==> src/rtl/pinbank_pkg.sv <==
package pinbank_pkg;

    localparam int unsigned PB_PINS = 8;
    localparam int unsigned PB_AW   = 12;

    localparam logic [PB_AW-1:0] OFS_MODE    = 12'h404;
    localparam logic [PB_AW-1:0] OFS_ANYEDGE = 12'h408;
    localparam logic [PB_AW-1:0] OFS_POL     = 12'h40C;
    localparam logic [PB_AW-1:0] OFS_ENABLE  = 12'h410;
    localparam logic [PB_AW-1:0] OFS_RAW     = 12'h414;
    localparam logic [PB_AW-1:0] OFS_MASKED  = 12'h418;
    localparam logic [PB_AW-1:0] OFS_ACK     = 12'h41C;
    localparam logic [PB_AW-1:0] OFS_ALTFN   = 12'h420;

    typedef logic [PB_PINS-1:0] pinvec_t;

    typedef enum logic [1:0] {
        REGION_DATA = 2'b00,
        REGION_CTRL = 2'b01,
        REGION_DIR  = 2'b10,
        REGION_NONE = 2'b11
    } region_e;

    typedef struct packed {
        pinvec_t dout;
        pinvec_t dir;
        pinvec_t mode;
        pinvec_t anyedge;
        pinvec_t polarity;
        pinvec_t enable;
        pinvec_t altfn;
    } cfg_t;

    typedef struct packed {
        pinvec_t prev;
        pinvec_t latch;
    } det_t;

endpackage

==> src/rtl/pinbank_sync.sv <==
module pinbank_sync #(
    parameter int unsigned WIDTH  = 8,
    parameter int unsigned STAGES = 2
) (
    input  logic             clk,
    input  logic             rst_n,
    input  logic [WIDTH-1:0] async_in,
    output logic [WIDTH-1:0] sync_out
);

    logic [WIDTH-1:0] stage_d [STAGES];
    logic [WIDTH-1:0] stage_q [STAGES];

    always_comb begin
        stage_d[0] = async_in;
        for (int i = 1; i < STAGES; i++) begin
            stage_d[i] = stage_q[i-1];
        end
    end

    generate
        for (genvar s = 0; s < STAGES; s++) begin : g_stage
            always_ff @(posedge clk or negedge rst_n) begin
                if (!rst_n) stage_q[s] <= '0;
                else        stage_q[s] <= stage_d[s];
            end
        end
    endgenerate

    assign sync_out = stage_q[STAGES-1];

endmodule

==> src/rtl/pinbank_regs.sv <==
module pinbank_regs
    import pinbank_pkg::*;
(
    input  logic       clk,
    input  logic       rst_n,
    input  logic       wr_en,
    input  logic [PB_AW-1:2] addr,
    input  pinvec_t    wdata,
    output cfg_t       cfg,
    output pinvec_t    wmask,
    output logic       data_wr,
    output logic       dir_wr,
    output pinvec_t    ack_mask
);

    localparam int unsigned MASK_HI = PB_PINS + 1;

    cfg_t    cfg_d, cfg_q;
    region_e region;

    assign region  = region_e'(addr[PB_AW-1:PB_AW-2]);
    assign wmask   = addr[MASK_HI:2];
    assign data_wr = wr_en && (region == REGION_DATA);
    assign dir_wr  = wr_en && (region == REGION_DIR);
    assign ack_mask = (wr_en && addr == OFS_ACK[PB_AW-1:2]) ? wdata : '0;

    always_comb begin
        cfg_d = cfg_q;
        if (data_wr) begin
            cfg_d.dout = (cfg_q.dout & ~wmask) | (wdata & wmask);
        end
        if (dir_wr) begin
            cfg_d.dir = (cfg_q.dir & ~wmask) | (wdata & wmask);
        end
        if (wr_en && region == REGION_CTRL) begin
            if (addr == OFS_MODE[PB_AW-1:2])    cfg_d.mode     = wdata;
            if (addr == OFS_ANYEDGE[PB_AW-1:2]) cfg_d.anyedge  = wdata;
            if (addr == OFS_POL[PB_AW-1:2])     cfg_d.polarity = wdata;
            if (addr == OFS_ENABLE[PB_AW-1:2])  cfg_d.enable   = wdata;
            if (addr == OFS_ALTFN[PB_AW-1:2])   cfg_d.altfn    = wdata;
        end
    end

    always_ff @(posedge clk or negedge rst_n) begin
        if (!rst_n) cfg_q <= '0;
        else        cfg_q <= cfg_d;
    end

    assign cfg = cfg_q;

endmodule

==> src/rtl/pinbank_irq.sv <==
module pinbank_irq
    import pinbank_pkg::*;
(
    input  logic    clk,
    input  logic    rst_n,
    input  pinvec_t sync_in,
    input  pinvec_t mode,
    input  pinvec_t anyedge,
    input  pinvec_t polarity,
    input  pinvec_t ack_mask,
    output pinvec_t raw
);

    det_t    det_d, det_q;
    pinvec_t rise, fall, hit, level;

    always_comb begin
        rise  = sync_in & ~det_q.prev;
        fall  = ~sync_in & det_q.prev;
        hit   = ~mode & ((anyedge & (rise | fall))
                       | (~anyedge & polarity & rise)
                       | (~anyedge & ~polarity & fall));
        level = (polarity & sync_in) | (~polarity & ~sync_in);
        det_d.prev  = sync_in;
        det_d.latch = (det_q.latch & ~ack_mask) | hit;
    end

    always_ff @(posedge clk or negedge rst_n) begin
        if (!rst_n) det_q <= '0;
        else        det_q <= det_d;
    end

    generate
        for (genvar p = 0; p < PB_PINS; p++) begin : g_raw
            assign raw[p] = mode[p] ? level[p] : det_q.latch[p];
        end
    endgenerate

endmodule

==> src/rtl/pinbank_ctrl.sv <==
module pinbank_ctrl
    import pinbank_pkg::*;
(
    input  logic              clk,
    input  logic              rst_n,
    input  logic              bus_sel,
    input  logic              bus_we,
    input  logic [PB_AW-1:2]  bus_addr,
    input  logic [PB_PINS-1:0] bus_wdata,
    output logic [PB_PINS-1:0] bus_rdata,
    input  logic [PB_PINS-1:0] pin_in,
    output logic [PB_PINS-1:0] pad_out,
    output logic [PB_PINS-1:0] pad_oe,
    input  logic [PB_PINS-1:0] periph_out,
    input  logic [PB_PINS-1:0] periph_oe,
    output logic [PB_PINS-1:0] periph_in,
    output logic              irq
);

    cfg_t    cfg;
    pinvec_t wmask, ack_mask, sync_in, raw_st, masked_st, pin_val;
    logic    data_wr, dir_wr;
    region_e rd_region;

    pinbank_sync #(.WIDTH(PB_PINS), .STAGES(2)) u_sync (
        .clk      (clk),
        .rst_n    (rst_n),
        .async_in (pin_in),
        .sync_out (sync_in)
    );

    pinbank_regs u_regs (
        .clk      (clk),
        .rst_n    (rst_n),
        .wr_en    (bus_sel && bus_we),
        .addr     (bus_addr),
        .wdata    (bus_wdata),
        .cfg      (cfg),
        .wmask    (wmask),
        .data_wr  (data_wr),
        .dir_wr   (dir_wr),
        .ack_mask (ack_mask)
    );

    pinbank_irq u_irq (
        .clk      (clk),
        .rst_n    (rst_n),
        .sync_in  (sync_in),
        .mode     (cfg.mode),
        .anyedge  (cfg.anyedge),
        .polarity (cfg.polarity),
        .ack_mask (ack_mask),
        .raw      (raw_st)
    );

    assign masked_st = raw_st & cfg.enable;
    assign pin_val   = (cfg.dir & cfg.dout) | (~cfg.dir & sync_in);
    assign rd_region = region_e'(bus_addr[PB_AW-1:PB_AW-2]);

    always_comb begin
        bus_rdata = '0;
        if (bus_sel && !bus_we) begin
            unique case (rd_region)
                REGION_DATA: bus_rdata = pin_val & wmask;
                REGION_DIR:  bus_rdata = cfg.dir & wmask;
                REGION_CTRL: begin
                    if (bus_addr == OFS_MODE[PB_AW-1:2])    bus_rdata = cfg.mode;
                    if (bus_addr == OFS_ANYEDGE[PB_AW-1:2]) bus_rdata = cfg.anyedge;
                    if (bus_addr == OFS_POL[PB_AW-1:2])     bus_rdata = cfg.polarity;
                    if (bus_addr == OFS_ENABLE[PB_AW-1:2])  bus_rdata = cfg.enable;
                    if (bus_addr == OFS_RAW[PB_AW-1:2])     bus_rdata = raw_st;
                    if (bus_addr == OFS_MASKED[PB_AW-1:2])  bus_rdata = masked_st;
                    if (bus_addr == OFS_ALTFN[PB_AW-1:2])   bus_rdata = cfg.altfn;
                end
                default: bus_rdata = '0;
            endcase
        end
    end

    generate
        for (genvar p = 0; p < PB_PINS; p++) begin : g_pad
            assign pad_out[p] = cfg.altfn[p] ? periph_out[p] : cfg.dout[p];
            assign pad_oe[p]  = cfg.altfn[p] ? periph_oe[p]  : cfg.dir[p];
        end
    endgenerate

    assign periph_in = sync_in;
    assign irq       = |masked_st;

endmodule

==> config.mk <==
export PLATFORM = sky130hd
export DESIGN_NAME = pinbank_ctrl
export DESIGN_NICKNAME = d
export VERILOG_FILES = /design/src/rtl/pinbank_pkg.sv /design/src/rtl/pinbank_sync.sv /design/src/rtl/pinbank_regs.sv /design/src/rtl/pinbank_irq.sv /design/src/rtl/pinbank_ctrl.sv
export SDC_FILE = /design/constraint.sdc
export NUM_CORES = 1
export LEC_CHECK = 0
export BUFFER_PORTS_ARGS = -buffer_cell sky130_fd_sc_hd__buf_4
export CORE_ASPECT_RATIO = 1.25
export CORE_MARGIN = 1.5
export CORE_UTILIZATION = 51
export CTS_CLUSTER_DIAMETER = 60
export DETAILED_ROUTE_END_ITERATION = 10
export PLACE_DENSITY_LB_ADDON = 0.05
export REMOVE_ABC_BUFFERS = 1
export SLEW_MARGIN = 20
export SYNTH_ARGS = -nofsm -noshare
export SYNTH_HDL_FRONTEND = slang
export SYNTH_HIERARCHICAL = 1
export SYNTH_SLANG_ARGS = --single-unit
==> constraint.sdc <==
create_clock -name clk -period 1.2 [get_ports clk]
set_input_delay 0.12 -clock clk [delete_from_list [all_inputs] [get_ports clk]]
set_output_delay 0.12 -clock clk [all_outputs]
set_load 0.1 [all_outputs]
* Word-level counts from Yosys, hierarchy flattened
Cells that the tools add are included.
Word-level totals: word-level logic and storage cells 104, register bits 88, input port bits 46, output and inout port bits 33
Cells by class: equality and inequality tests 10, bitwise operators 35, reduce and logical (&&, ||, !) cells 14, multiplexer cells 34
Operator list (count):
- 8-bit AND | 19
- 10-bit by 9-bit equality test with 1-bit output, second input constant | 8
- 8-bit 2-to-1 mux | 9
- 8-bit inverter | 8
- 8-bit OR | 8
- 1-bit 2-to-1 mux | 24
- 8-bit one-hot mux with 3 select lines | 1
- 2-bit AND reduction | 5
- 8-bit OR reduction | 1
- 1-bit logical AND | 6
- 2-bit by 1-bit equality test with 1-bit output, second input constant | 1
- 2-bit equality test, second input constant | 1
- 2-bit zero test | 1
- 1-bit zero test | 1

* Longest topological paths before layout
word-level depth 10, depth in mapped cells 7, depth with buffers taken out 7

* Modules after synthesis
Netlist, hierarchy kept.
By module, submodules not included:
- pinbank_regs | cells each 164, sequential area each 1401.3 sq um, instances 1, area each 2382.3 sq um
- pinbank_ctrl | cells each 173, sequential area each 0.0 sq um, instances 1, area each 1093.5 sq um
- pinbank_irq | cells each 112, sequential area each 400.4 sq um, instances 1, area each 1041.0 sq um
- pinbank_sync | cells each 16, sequential area each 400.4 sq um, instances 1, area each 400.4 sq um

* Worst setup path before layout
Ideal clock, no wire load.
path type register to output, start point reg u_sync.stage_q (netlist bit u_sync/sync_out[7]), end point out bus_rdata[7], path slack -1.921 ns, arrival time 3.001 ns, cell stages (with the launch flop) 8, buffers on the path 0, required time 1.080 ns, path through dfrtp_1 > xnor2_1 > nand2_1 > o21ai_0 > o22ai_1 > nand2_1 > a32oi_1 > o21ai_1
Between the ends: cells in the longest elaborated chain, start to end 9, elaborated cells between the ends (all ways) 14, classes of those cells mux (6); bitwise (8)
RTL lines:
- start: declaration | RTL line pinbank_sync.sv:12 | logic [WIDTH-1:0] stage_q [STAGES];
- start signal: indexed assignment | RTL line pinbank_sync.sv:25 | else stage_q[s] <= stage_d[s];
- 8-bit inverter | RTL line pinbank_irq.sv:23 | level = (polarity & sync_in) | (~polarity & ~sync_in);
- 8-bit AND | RTL line pinbank_irq.sv:23
- 8-bit OR * | RTL line pinbank_irq.sv:23
- 1-bit 2-to-1 mux * | RTL line pinbank_irq.sv:35 | assign raw[p] = mode[p] ? level[p] : det_q.latch[p];
- named net raw_st[7] | RTL line pinbank_ctrl.sv:21 | pinvec_t wmask, ack_mask, sync_in, raw_st, masked_st, pin_val;
- 8-bit 2-to-1 mux or 8-bit AND (tied branches) | RTL line pinbank_ctrl.sv:71, pinbank_ctrl.sv:56
- 8-bit 2-to-1 mux * | RTL line pinbank_ctrl.sv:72 | if (bus_addr == OFS_MASKED[PB_AW-1:2]) bus_rdata = masked_st;
- 8-bit 2-to-1 mux * | RTL line pinbank_ctrl.sv:73 | if (bus_addr == OFS_ALTFN[PB_AW-1:2]) bus_rdata = cfg.altfn;
- 8-bit one-hot mux with 3 select lines * | RTL line pinbank_ctrl.sv:63 | unique case (rd_region)
- 8-bit 2-to-1 mux * | RTL line pinbank_ctrl.sv:62 | if (bus_sel && !bus_we) begin
- end: declaration | RTL line pinbank_ctrl.sv:10 | output logic [PB_PINS-1:0] bus_rdata,
Mark *: on every way through the listed nets, which the timed path passes. The rest lies on a longest branch.

* Final worst setup path
start point reg u_regs.cfg_q (netlist bit u_regs/cfg[20]), end point out bus_rdata[4]
Between the ends: cells in the longest elaborated chain, start to end 9, elaborated cells between the ends (all ways) 13, classes of those cells mux (8); bitwise (5)
RTL lines:
- start: declaration | RTL line pinbank_regs.sv:18 | cfg_t cfg_d, cfg_q;
- start signal: assignment | RTL line pinbank_regs.sv:46 | else cfg_q <= cfg_d;
- 8-bit inverter | RTL line pinbank_irq.sv:23
- 8-bit AND | RTL line pinbank_irq.sv:23
- 8-bit OR * | RTL line pinbank_irq.sv:23
- 1-bit 2-to-1 mux * | RTL line pinbank_irq.sv:35
- named net raw_st[4] | RTL line pinbank_ctrl.sv:21
- 8-bit 2-to-1 mux or 8-bit AND (tied branches) | RTL line pinbank_ctrl.sv:71, pinbank_ctrl.sv:56
- 8-bit 2-to-1 mux * | RTL line pinbank_ctrl.sv:72
- 8-bit 2-to-1 mux * | RTL line pinbank_ctrl.sv:73
- 8-bit one-hot mux with 3 select lines * | RTL line pinbank_ctrl.sv:63
- 8-bit 2-to-1 mux * | RTL line pinbank_ctrl.sv:62
Marks and branches as above.

==> results_dict.tcl <==
set metrics [dict create \
    final_core_util_pct 86.5 \
    pre_cts_ws_ns -0.723 \
    core_area_sq_um 9270 \
    hold_viol 0 \
    fmax_ghz 0.499 \
    drtIter0Drc 274 \
    h-tree-depth 3 \
    slowest_delay_ns 0.40 \
    cts-root-buf "clkbuf_16" \
    die_y_um 113 \
    setup_viol 83 \
    first_pass_iters 4 \
    synth_enable_flop_cells 0 \
    ys_warn_count 6 \
    power_frac_comb_pct 35.8 \
    crit_buf_inv 1 \
    cts_tree "done" \
    hold_class "in -> reg" \
    grt_pass1_wl_um 25400 \
    violations "negative setup slack" \
    antenna_left 0 \
    p_total_mw 9.43 \
    ys.flop_type "dfrtp_1" \
    path_class "reg -> out" \
    crit_path_start_kind "register" \
    fp.dieArea_sq_um 10200 \
    ys_seq_area_share_pct 44.8 \
    ys_seq_elements 88 \
    critPathArrivalTime_ns 1.88 \
    antenna_cells 0 \
    antenna_found_initial 0 \
    hold_depth 2 \
    rsz0062_at_grt "true" \
    insertion_delay_ns 0.34 \
    routed-via-count 4614 \
    fin_crit_ns 2.00 \
    slew_headroom_pct 75.9 \
    timing.final.max_slew_violations 0 \
    grt_max_degree 34 \
    cpMostUsedCell "nand2_1" \
    drt_wl_total_um 16500 \
    clock-skew-final_ns 0.00420 \
    die_w_um 90.8 \
    syn_area_sq_um 4920 \
    avgSynthCellArea_sq_um 10.6 \
    syn2layout_area_growth_pct 63.0 \
    crit_fanout 2 \
    wl_per_cell_um 20.7 \
    clkPwrFrac_pct 29.3 \
    hold-worst-slack_ns 0.0784 \
    fin_nets 732 \
    r2r_cells 6 \
    routabilityCongestion 0.903 \
    start_util_pct 53.0 \
    power_switching_mw 3.21 \
    drcViolationCount 0 \
    vias_per_cell 5.78 \
    numCtsBuffers 9 \
    status "finished with violations" \
    cp.depth 8 \
    setup.worst_path.end_class "output pin" \
    grt_overflow 0 \
    p_per_area_nw_per_um2 1180 \
    io_buffers 78 \
    maxCapViolCount 0 \
    async_flop_share_pct 100 \
    leakagePower_nw 3.76 \
    intPower_mw 6.22 \
    yosys.cell_types.count 36 \
    slowest_stage "dfrtp_1" \
    tightest_slew_ns 0.357 \
    ios 79 \
    crit_required_ns 1.08 \
    crit_family "compound AO/OA/AOI/OAI gates" \
    seqPwrFrac_pct 34.9 \
    tns_ns -21.20 \
    switching_share_pct 34.1 \
    clkSinkCount 88 \
    path_clk_slew_ns 0.07 \
    path_cells "xnor2_2 > nand2_1 > o21ai_2 > nand2_1 > o21ai_0 > a32oi_1 > o21ai_1 > buf_6" \
    clock_path_buffers 2 \
    grt_use_total_pct 32.3 \
    peakVddDrop_uv 1110 \
    first_global_vias 4923 \
    drive_gt1_share_pct 56.0 \
    synthCells 465 \
    rows 39 \
    place_hpwl_um 10400 \
    finalCritPeriodShare_pct 167 \
    postLayoutSetupSlackWorst_ns -0.804 \
]
-- power groups by stage --
stage / Sequential (mW) / Combinational (mW) / Clock, mW
2_1_floorplan: 3.40 / 1.53 / 0
3_3_place_gp: 3.30 / 2.48 / 0
3_5_place_dp: 3.31 / 2.51 / 0
4_1_cts: 3.27 / 3.15 / 2.79
5_1_grt: 3.31 / 3.50 / 2.92
6_report: 3.29 / 3.38 / 2.77
-- cell type report --
cell class | count | area (sq um)
Clock buffer | 10 | 229
Clock inverter | 6 | 60.1
Fill cell | 473 | 1260
Inverter | 25 | 101
Multi-Input combinational cell | 333 | 3060
Sequential cell | 88 | 2210
Tap cell | 123 | 154
Timing Repair Buffer | 213 | 2200
-- worst reg2reg max path, delay by kind of cell, from the launching register on --
kind	cells	cell delay [ns]
AOI/OAI and AO/OA	2	0.19
adders and majority gates	1	0.17
buffers and inverters	2	0.24
DFF	1	0.40
muxes	1	0.26
-- path summary, 6_finish.rpt --
kind,start,to,slack (ns)
max,u_regs/cfg[20],bus_rdata[4],-0.80
min,bus_wdata[0],u_regs/cfg[32],0.08
max reg2reg,u_sync/sync_out[5],u_irq/det_q[5],-0.19
min reg2reg,u_sync/stage_d[0],u_sync/sync_out[0],0.35
max in group asynchronous,rst_n,u_regs/cfg[1],0.51
min in group asynchronous,rst_n,u_irq/det_q[14],0.19
-- metal layers --
metal / share of wire, % / global-route usage [%]
met2: 53 / 57.9
met1: 38 / 37.6
met5: 0 / 0
met4: 4.2 / 15.3
met3: 5.5 / 5.11
-- Yosys cell counts, types with 8 or more instances --
library cell	instances	share of area [%]
dfrtp_1	88	45
mux2_2	70	16
nand2_1	51	3.9
o21ai_0	45	4.6
inv_1	25	1.9
o21ai_1	23	2.3
ha_1	16	4.1
nand2b_1	13	1.7
nand3_1	13	1.3
mux2_1	11	2.5
a21oi_1	10	1.0
nor2b_1	10	1.3
and2_1	9	1.1
buf_4	8	1.2
xnor2_1	8	1.4
-- cells in the final DEF, fill, tap and decap left out, types with 10 or more instances in the layout --
cell / count
mux2_2: 23
o21ai_0: 32
buf_12: 32
buf_6: 45
nand2b_1: 13
o21ai_2: 19
dfrtp_1: 83
buf_4: 126
inv_1: 17
ha_2: 10
o21ai_1: 17
nor2b_1: 10
nand3_1: 12
mux2_4: 58
nand2_1: 37
a21oi_1: 10
-- through the flow --
step / area, sq um / cells
after CTS: 7600 / 790
final: 8020 / 798
after global routing: 8020 / 798
after floorplan: 4810 / 446
after global placement: 6420 / 759
after detailed placement: 6420 / 759
-- timing repair --
item / CTS / global route
setup buffers: 8 / 11
setup endpoints to repair: 81 / 96
hold endpoints to repair: 96 / 0
hold buffers: 9 / 0
pin swaps: 33 / 23
resized for setup: 212 / 93
-- logic make-up (layout without fill, tap and decap cells) --
| family | Yosys count | in the layout | share of synthesized area (%) |
|---|---|---|---|
| AOI/OAI and AO/OA | 101 | 101 | 11.5 |
| xor gates and xnor gates | 8 | 8 | 1.42 |
| adders and majority gates | 16 | 16 | 4.07 |
| buffers and inverters | 44 | 254 | 4.07 |
| DFF | 88 | 88 | 44.8 |
| muxes | 88 | 88 | 20.0 |
| and+or+nand+nor | 120 | 120 | 14.2 |
No activity file was read; power rests on OpenSTA's default activity.
